--- config.mk ---
export PLATFORM = sky130hd
export DESIGN_NAME = pwr_script_seq
export DESIGN_NICKNAME = d
export VERILOG_FILES = /design/src/rtl/pss_pkg.sv /design/src/rtl/pss_regs.sv /design/src/rtl/pss_arb.sv /design/src/rtl/pss_engine.sv /design/src/rtl/pwr_script_seq.sv
export SDC_FILE = /design/constraint.sdc
export NUM_CORES = 2
export LEC_CHECK = 0
export BUFFER_PORTS_ARGS = -buffer_cell sky130_fd_sc_hd__buf_2
export CAP_MARGIN = 20
export CORE_UTILIZATION = 30
export CTS_CLUSTER_DIAMETER = 200
export DETAILED_ROUTE_END_ITERATION = 8
export GPL_ROUTABILITY_DRIVEN = 1
export PLACE_DENSITY_LB_ADDON = 0.25
export SLEW_MARGIN = 20
export SYNTH_ARGS = -nofsm -noshare
export SYNTH_HDL_FRONTEND = slang
export SYNTH_SLANG_ARGS = --single-unit
--- constraint.sdc ---
create_clock -name clk -period 12.75 [get_ports clk]
set_input_delay 2.55 -clock clk [delete_from_list [all_inputs] [get_ports clk]]
set_output_delay 2.55 -clock clk [all_outputs]
set_load 0.03 [all_outputs]
--- src/rtl/pss_pkg.sv ---
package pss_pkg;

    typedef enum logic [2:0] {
        RA_KEY   = 3'd0,
        RA_MADDR = 3'd1,
        RA_MDATA = 3'd2,
        RA_SLP   = 3'd3,
        RA_WKA   = 3'd4,
        RA_WKB   = 3'd5,
        RA_WARM  = 3'd6,
        RA_EVT   = 3'd7
    } reg_addr_e;

    typedef enum logic [1:0] {ST_IDLE, ST_EMIT, ST_WAIT} eng_state_e;
    typedef enum logic [1:0] {LK_SHUT, LK_HALF, LK_OPEN} key_state_e;

    // event sources, lower index wins
    localparam int NSRC     = 4;
    localparam int SRC_WARM = 0;
    localparam int SRC_SLP  = 1;
    localparam int SRC_WKA  = 2;
    localparam int SRC_WKB  = 3;

    localparam int EVT_OFF_BIT  = 0;
    localparam int EVT_WAKE_BIT = 3;
    localparam int EVT_WARM_BIT = 4;

    typedef struct packed {
        logic [15:0] msg;
        logic [7:0]  dly;
        logic [7:0]  nxt;
    } ins_t;

    function automatic reg_addr_e src_addr(input int i);
        case (i)
            SRC_WARM: return RA_WARM;
            SRC_SLP:  return RA_SLP;
            SRC_WKA:  return RA_WKA;
            default:  return RA_WKB;
        endcase
    endfunction

endpackage

--- src/rtl/pss_regs.sv ---
module pss_regs
    import pss_pkg::*;
#(
    parameter int         IDX_W = 6,
    parameter logic [7:0] KEY_A = 8'hC3,
    parameter logic [7:0] KEY_B = 8'h3C
) (
    input  logic                           clk,
    input  logic                           rst,
    input  logic                           wr,
    input  logic [2:0]                     addr,
    input  logic [7:0]                     wdata,
    output logic [7:0]                     rdata,
    input  logic [IDX_W-1:0]               fetch_idx,
    output ins_t                           fetch_ins,
    output logic [NSRC-1:0][IDX_W-1:0]     starts,
    output logic                           wake_en,
    output logic                           warm_en,
    output logic                           devoff_req,
    output logic                           unlocked
);
    localparam int              ADDR_W  = IDX_W + 2;
    localparam int              DEPTH   = 1 << ADDR_W;
    localparam logic [IDX_W-1:0] END_IDX = '1;

    key_state_e        ks;
    logic [ADDR_W-1:0] maddr;
    logic [7:0]        mem [DEPTH];
    logic              prot_wr;
    logic [NSRC-1:0]   hit;

    assign unlocked   = (ks == LK_OPEN);
    assign prot_wr    = wr && unlocked;
    assign devoff_req = prot_wr && (addr == RA_EVT) && wdata[EVT_OFF_BIT];

    always_ff @(posedge clk) begin
        if (rst) begin
            ks <= LK_SHUT;
        end else if (wr && addr == RA_KEY) begin
            if (wdata == KEY_A)
                ks <= LK_HALF;
            else if (ks == LK_HALF && wdata == KEY_B)
                ks <= LK_OPEN;
            else
                ks <= LK_SHUT;
        end
    end

    for (genvar g = 0; g < NSRC; g++) begin : g_hit
        assign hit[g] = prot_wr && (addr == src_addr(g));
    end

    always_ff @(posedge clk) begin
        if (rst) begin
            maddr   <= '0;
            wake_en <= 1'b0;
            warm_en <= 1'b0;
            for (int i = 0; i < NSRC; i++) starts[i] <= END_IDX;
        end else begin
            if (prot_wr && addr == RA_MADDR) maddr <= wdata[ADDR_W-1:0];
            if (prot_wr && addr == RA_EVT) begin
                wake_en <= wdata[EVT_WAKE_BIT];
                warm_en <= wdata[EVT_WARM_BIT];
            end
            for (int i = 0; i < NSRC; i++)
                if (hit[i]) starts[i] <= wdata[IDX_W-1:0];
        end
    end

    always_ff @(posedge clk) begin
        if (prot_wr && addr == RA_MDATA) mem[maddr] <= wdata;
    end

    always_comb begin
        fetch_ins.msg = {mem[{fetch_idx, 2'd0}], mem[{fetch_idx, 2'd1}]};
        fetch_ins.dly = mem[{fetch_idx, 2'd2}];
        fetch_ins.nxt = mem[{fetch_idx, 2'd3}];
    end

    always_comb begin
        case (addr)
            RA_KEY:   rdata = {7'd0, unlocked};
            RA_MADDR: rdata = 8'(maddr);
            RA_MDATA: rdata = mem[maddr];
            RA_SLP:   rdata = 8'(starts[SRC_SLP]);
            RA_WKA:   rdata = 8'(starts[SRC_WKA]);
            RA_WKB:   rdata = 8'(starts[SRC_WKB]);
            RA_WARM:  rdata = 8'(starts[SRC_WARM]);
            default:  rdata = {3'd0, warm_en, wake_en, 3'd0};
        endcase
    end

endmodule

--- src/rtl/pss_arb.sv ---
module pss_arb
    import pss_pkg::*;
(
    input  logic            clk,
    input  logic            rst,
    input  logic [NSRC-1:0] req,
    input  logic            take,
    output logic [NSRC-1:0] pick,
    output logic            any
);
    logic [NSRC-1:0] pend;

    for (genvar g = 0; g < NSRC; g++) begin : g_pend
        always_ff @(posedge clk) begin
            if (rst) pend[g] <= 1'b0;
            else     pend[g] <= req[g] | (pend[g] & ~(take & pick[g]));
        end
    end

    always_comb begin
        logic found;
        found = 1'b0;
        pick  = '0;
        for (int i = 0; i < NSRC; i++) begin
            if (pend[i] && !found) begin
                pick[i] = 1'b1;
                found   = 1'b1;
            end
        end
    end

    assign any = |pend;

endmodule

--- src/rtl/pss_engine.sv ---
module pss_engine
    import pss_pkg::*;
#(
    parameter int IDX_W = 6
) (
    input  logic             clk,
    input  logic             rst,
    input  logic             go,
    input  logic [IDX_W-1:0] start_idx,
    input  logic             tick,
    input  ins_t             ins,
    output logic [IDX_W-1:0] fetch_idx,
    output logic             msg_valid,
    output logic [15:0]      msg,
    output logic             busy,
    output logic             idle
);
    localparam logic [IDX_W-1:0] END_IDX = '1;

    eng_state_e       st;
    logic [IDX_W-1:0] ptr;
    logic [7:0]       cnt;
    logic             last;

    // an index at or above the terminator ends the walk
    assign last = (ins.nxt >= 8'(END_IDX));

    always_ff @(posedge clk) begin
        if (rst) begin
            st  <= ST_IDLE;
            ptr <= END_IDX;
            cnt <= '0;
        end else begin
            case (st)
                ST_IDLE: if (go && start_idx != END_IDX) begin
                    ptr <= start_idx;
                    st  <= ST_EMIT;
                end
                ST_EMIT: if (ins.dly == 8'd0) begin
                    if (last) st  <= ST_IDLE;
                    else      ptr <= ins.nxt[IDX_W-1:0];
                end else begin
                    cnt <= ins.dly;
                    st  <= ST_WAIT;
                end
                ST_WAIT: if (tick) begin
                    if (cnt == 8'd1) begin
                        if (last) st <= ST_IDLE;
                        else begin
                            ptr <= ins.nxt[IDX_W-1:0];
                            st  <= ST_EMIT;
                        end
                    end else begin
                        cnt <= cnt - 8'd1;
                    end
                end
                default: st <= ST_IDLE;
            endcase
        end
    end

    assign fetch_idx = ptr;
    assign msg_valid = (st == ST_EMIT);
    assign msg       = ins.msg;
    assign busy      = (st != ST_IDLE);
    assign idle      = (st == ST_IDLE);

endmodule

--- src/rtl/pwr_script_seq.sv ---
module pwr_script_seq
    import pss_pkg::*;
#(
    parameter int         IDX_W = 6,
    parameter logic [7:0] KEY_A = 8'hC3,
    parameter logic [7:0] KEY_B = 8'h3C
) (
    input  logic        clk,
    input  logic        rst,
    input  logic        reg_wr,
    input  logic [2:0]  reg_addr,
    input  logic [7:0]  reg_wdata,
    output logic [7:0]  reg_rdata,
    input  logic        trig_warm,
    input  logic        trig_sleep,
    input  logic        trig_wake_a,
    input  logic        trig_wake_b,
    input  logic        tick,
    output logic        msg_valid,
    output logic [15:0] msg_data,
    output logic        busy
);
    localparam logic [IDX_W-1:0] END_IDX = '1;

    ins_t                       ins;
    logic [IDX_W-1:0]           fetch_idx;
    logic [NSRC-1:0][IDX_W-1:0] starts;
    logic                       wake_en, warm_en, devoff_req, unlocked;
    logic [NSRC-1:0]            req, pick;
    logic                       any, idle;
    logic [IDX_W-1:0]           start_sel;

    pss_regs #(.IDX_W(IDX_W), .KEY_A(KEY_A), .KEY_B(KEY_B)) u_regs (
        .clk(clk), .rst(rst), .wr(reg_wr), .addr(reg_addr), .wdata(reg_wdata),
        .rdata(reg_rdata), .fetch_idx(fetch_idx), .fetch_ins(ins), .starts(starts),
        .wake_en(wake_en), .warm_en(warm_en), .devoff_req(devoff_req), .unlocked(unlocked)
    );

    always_comb begin
        req[SRC_WARM] = trig_warm & warm_en;
        req[SRC_SLP]  = trig_sleep | devoff_req;
        req[SRC_WKA]  = trig_wake_a & wake_en;
        req[SRC_WKB]  = trig_wake_b & wake_en;
    end

    pss_arb u_arb (
        .clk(clk), .rst(rst), .req(req), .take(idle), .pick(pick), .any(any)
    );

    always_comb begin
        start_sel = END_IDX;
        for (int i = 0; i < NSRC; i++)
            if (pick[i]) start_sel = starts[i];
    end

    pss_engine #(.IDX_W(IDX_W)) u_eng (
        .clk(clk), .rst(rst), .go(any), .start_idx(start_sel), .tick(tick), .ins(ins),
        .fetch_idx(fetch_idx), .msg_valid(msg_valid), .msg(msg_data), .busy(busy), .idle(idle)
    );

endmodule

==> impl_metrics.tcl <==
set metrics [dict create \
    vias_per_cell 6.17 \
    fin_cells 9757 \
    finalSetupViolations 0 \
    critical_path_arrival_ns 6.50 \
    pre_cts_ws_ns 4.86 \
    antenna_left 0 \
    htree_num_levels 4 \
    gp_congestion 0.997 \
    post-route-min-period_ns 9.05 \
    rrSetupSlack_ns 6.19 \
    clk_root_buffer_cell "clkbuf_16" \
    whs_path_depth 1 \
    hold_path.class "flip-flop to flip-flop" \
    setup_ws_ns 3.70 \
    skew_ns 0.0549 \
    avgSynthCellArea_um2 19.6 \
    reg2reg_to "u_eng.cnt[5]" \
    syn_inst 5035 \
    cts_setup_buffers 0 \
    ir_drop_mv 0.0995 \
    fin_area_mm2 0.113 \
    row_count 210 \
    antenna_found_initial 38 \
    grt_pass1_wl_um 546000 \
    dp.cells 9327 \
    fin_crit_sh 0.709 \
    endpoint "reg_rdata[4]" \
    syn_to_final_growth_pct 14.5 \
    numCtsBuffers 224 \
    async_flop_share 0 \
    mostFrequentLayoutCells "edfxtp_1 (2048), mux4_2 (1140), nor2_1 (290)" \
    syn_nets 5060 \
    drt-initial-drc-count 10700 \
    synth_flop_cell "edfxtp_1" \
    clock_path_buffers 4 \
    final_common_cell "edfxtp_1" \
    fmax_mhz 111 \
    place_area_mm2 0.105 \
    numPortBuffers 44 \
    drt-pass1-iter-count 8 \
    route.detailed.drc 0 \
    hold_viol_final 0 \
    path_clk_slew_ns 0.07 \
    place_hpwl_um 281000 \
    drive_gt1_frac 0.374 \
    die_h_um 576 \
    core_mm2 0.327 \
    grt_max_degree 124 \
    leakage_uw 0.0351 \
    num_vias 60200 \
    status "finished, final reports clean" \
    setup_tns_ns 0 \
    worstSetupPathType "flip-flop to primary output" \
    globalRouteOverflowTotal 0 \
    synth-seq-cells 2118 \
    min-delay-start "u_eng.fetch_idx[5]" \
    drt_wl_total_um 415000 \
    grtUsageTotal 0.245 \
    p_per_area_mw_per_mm2 144 \
    yosysWarnings 0 \
    start_kind "flip-flop" \
    cts.sinks 2118 \
    maxSlewViolCount 0 \
    start_util 0.302 \
    rr_worst_depth 11 \
    grt_pass1_vias 57800 \
    critical_path_required_ns 10.20 \
    cts_resized 0 \
    cap_viol_max_count 0 \
    rsz0062_at_grt "false" \
    end_kind "primary output" \
    wl_per_cell_um 42.5 \
    synth_seq_area_share 0.637 \
    fin_nets 5233 \
    ys_types 75 \
    synth_area_mm2 0.0988 \
    cts_tree "done" \
    clk_latency_ns 0.91 \
    max_slew_margin 0.0615 \
    p_total_uw 16200 \
    synth_edf_count 2048 \
    holdBufCountCts 0 \
    cp_max_fo 76 \
    ioPinCount 45 \
    die_w_um 576 \
    worst_pin_slew_ns 1.40 \
    die_area_mm2 0.332 \
]
==> worst min path at each step <==
stage / endpoint
2_1_floorplan: flip-flop
3_3_place_gp: u_eng.fetch_idx[5]
3_5_place_dp: flip-flop
4_1_cts: u_eng.cnt[6]
5_1_grt: u_eng.fetch_idx[5]
6_report: u_eng.fetch_idx[5]
==> kinds of logic (layout without fill, tap and decap cells) <==
group | after synthesis | in the layout | synth area share
flip-flops | 2118 | 2118 | 0.637
multiplexers | 1366 | 1366 | 0.283
AND/OR/NAND/NOR | 784 | 784 | 0.0350
buffers and inverters | 417 | 775 | 0.0194
AO/OA/AOI/OAI | 344 | 344 | 0.0250
adder cells (fa/ha/maj) | 6 | 6 | 0.000760
other | 0 | 18 | 0
==> registers in the layout, indices dropped and copies added, names as in the netlist, named ones only <==
| name | flops |
|---|---|
| u_regs.wake_en | 1 |
| u_regs.maddr | 8 |
| u_eng.cnt | 8 |
| u_eng.fetch_idx | 6 |
| u_regs.ks | 2 |
| u_regs.warm_en | 1 |
| u_arb.pend | 4 |
| u_eng.st | 2 |
| u_regs.mem | 2048 |
| u_regs.starts | 24 |
==> routing by layer <==
layer / global-route usage / vias up / part of all wire
li1: - / 22000 / -
met1: 0.318 / 32600 / 0.37
met2: 0.365 / 4819 / 0.44
met3: 0.0752 / 800 / 0.12
met4: 0.135 / 22 / 0.064
met5: 0 / - / 0.00032
==> where the power goes <==
group	switching, µW	internal, µW	total, µW
Combinational	1190	522	1710
Sequential	32.0	7640	7670
Clock	2920	3930	6860
==> cells in the mapped netlist, drive strengths merged, types with 10 or more instances <==
library cell  number  area [µm²]
a31oi             30         188
nand2b            18         113
o22ai             21         131
mux4            1140       25700
clkbuf           200         751
o21ai             40         200
nor2             382        1440
and3              10        62.6
nand3             51         255
dfxtp             70        1400
a22o              10        87.6
nor4              14         103
inv               21        78.8
a221oi            14         123
nand2            174         653
a22oi             57         428
mux2i            192        1920
nand4             11        68.8
edfxtp          2048       61500
o221ai            12         105
a211oi            44         330
buf              194        1080
a21oi             44         220
or3               11        68.8
mux2              34         383
nor2b             35         219
nor3              44         220
==> metrics by stage <==
step,util,hold slack (ns)
floorplan,-,0.454
global placement,0.322,0.464
detailed placement,0.322,0.475
CTS,0.345,0.486
global route,0.345,0.517
finish,0.345,0.489
==> critical path, stage by stage (launching register included) <==
cell and delay, ns:
dfxtp_4 0.74, buf_12 0.52, buf_4 0.65, mux4_2 0.57
mux4_2 0.48, mux2i_1 0.91, mux4_2 0.50, nand2_1 0.08
o21ai_0 0.36, o221ai_1 0.29, buf_2 0.25
==> cell type report <==
type / instances / area, µm²
Sequential cell: 2118 / 62900
Fill cell: 30500 / 214000
Clock inverter: 146 / 1590
Clock buffer: 265 / 5900
Multi-Input combinational cell: 2500 / 34400
Antenna cell: 18 / 45.0
Timing Repair Buffer: 341 / 2740
Inverter: 23 / 96.3
Tap cell: 4346 / 5440
(Power assumes the default switching activity.)
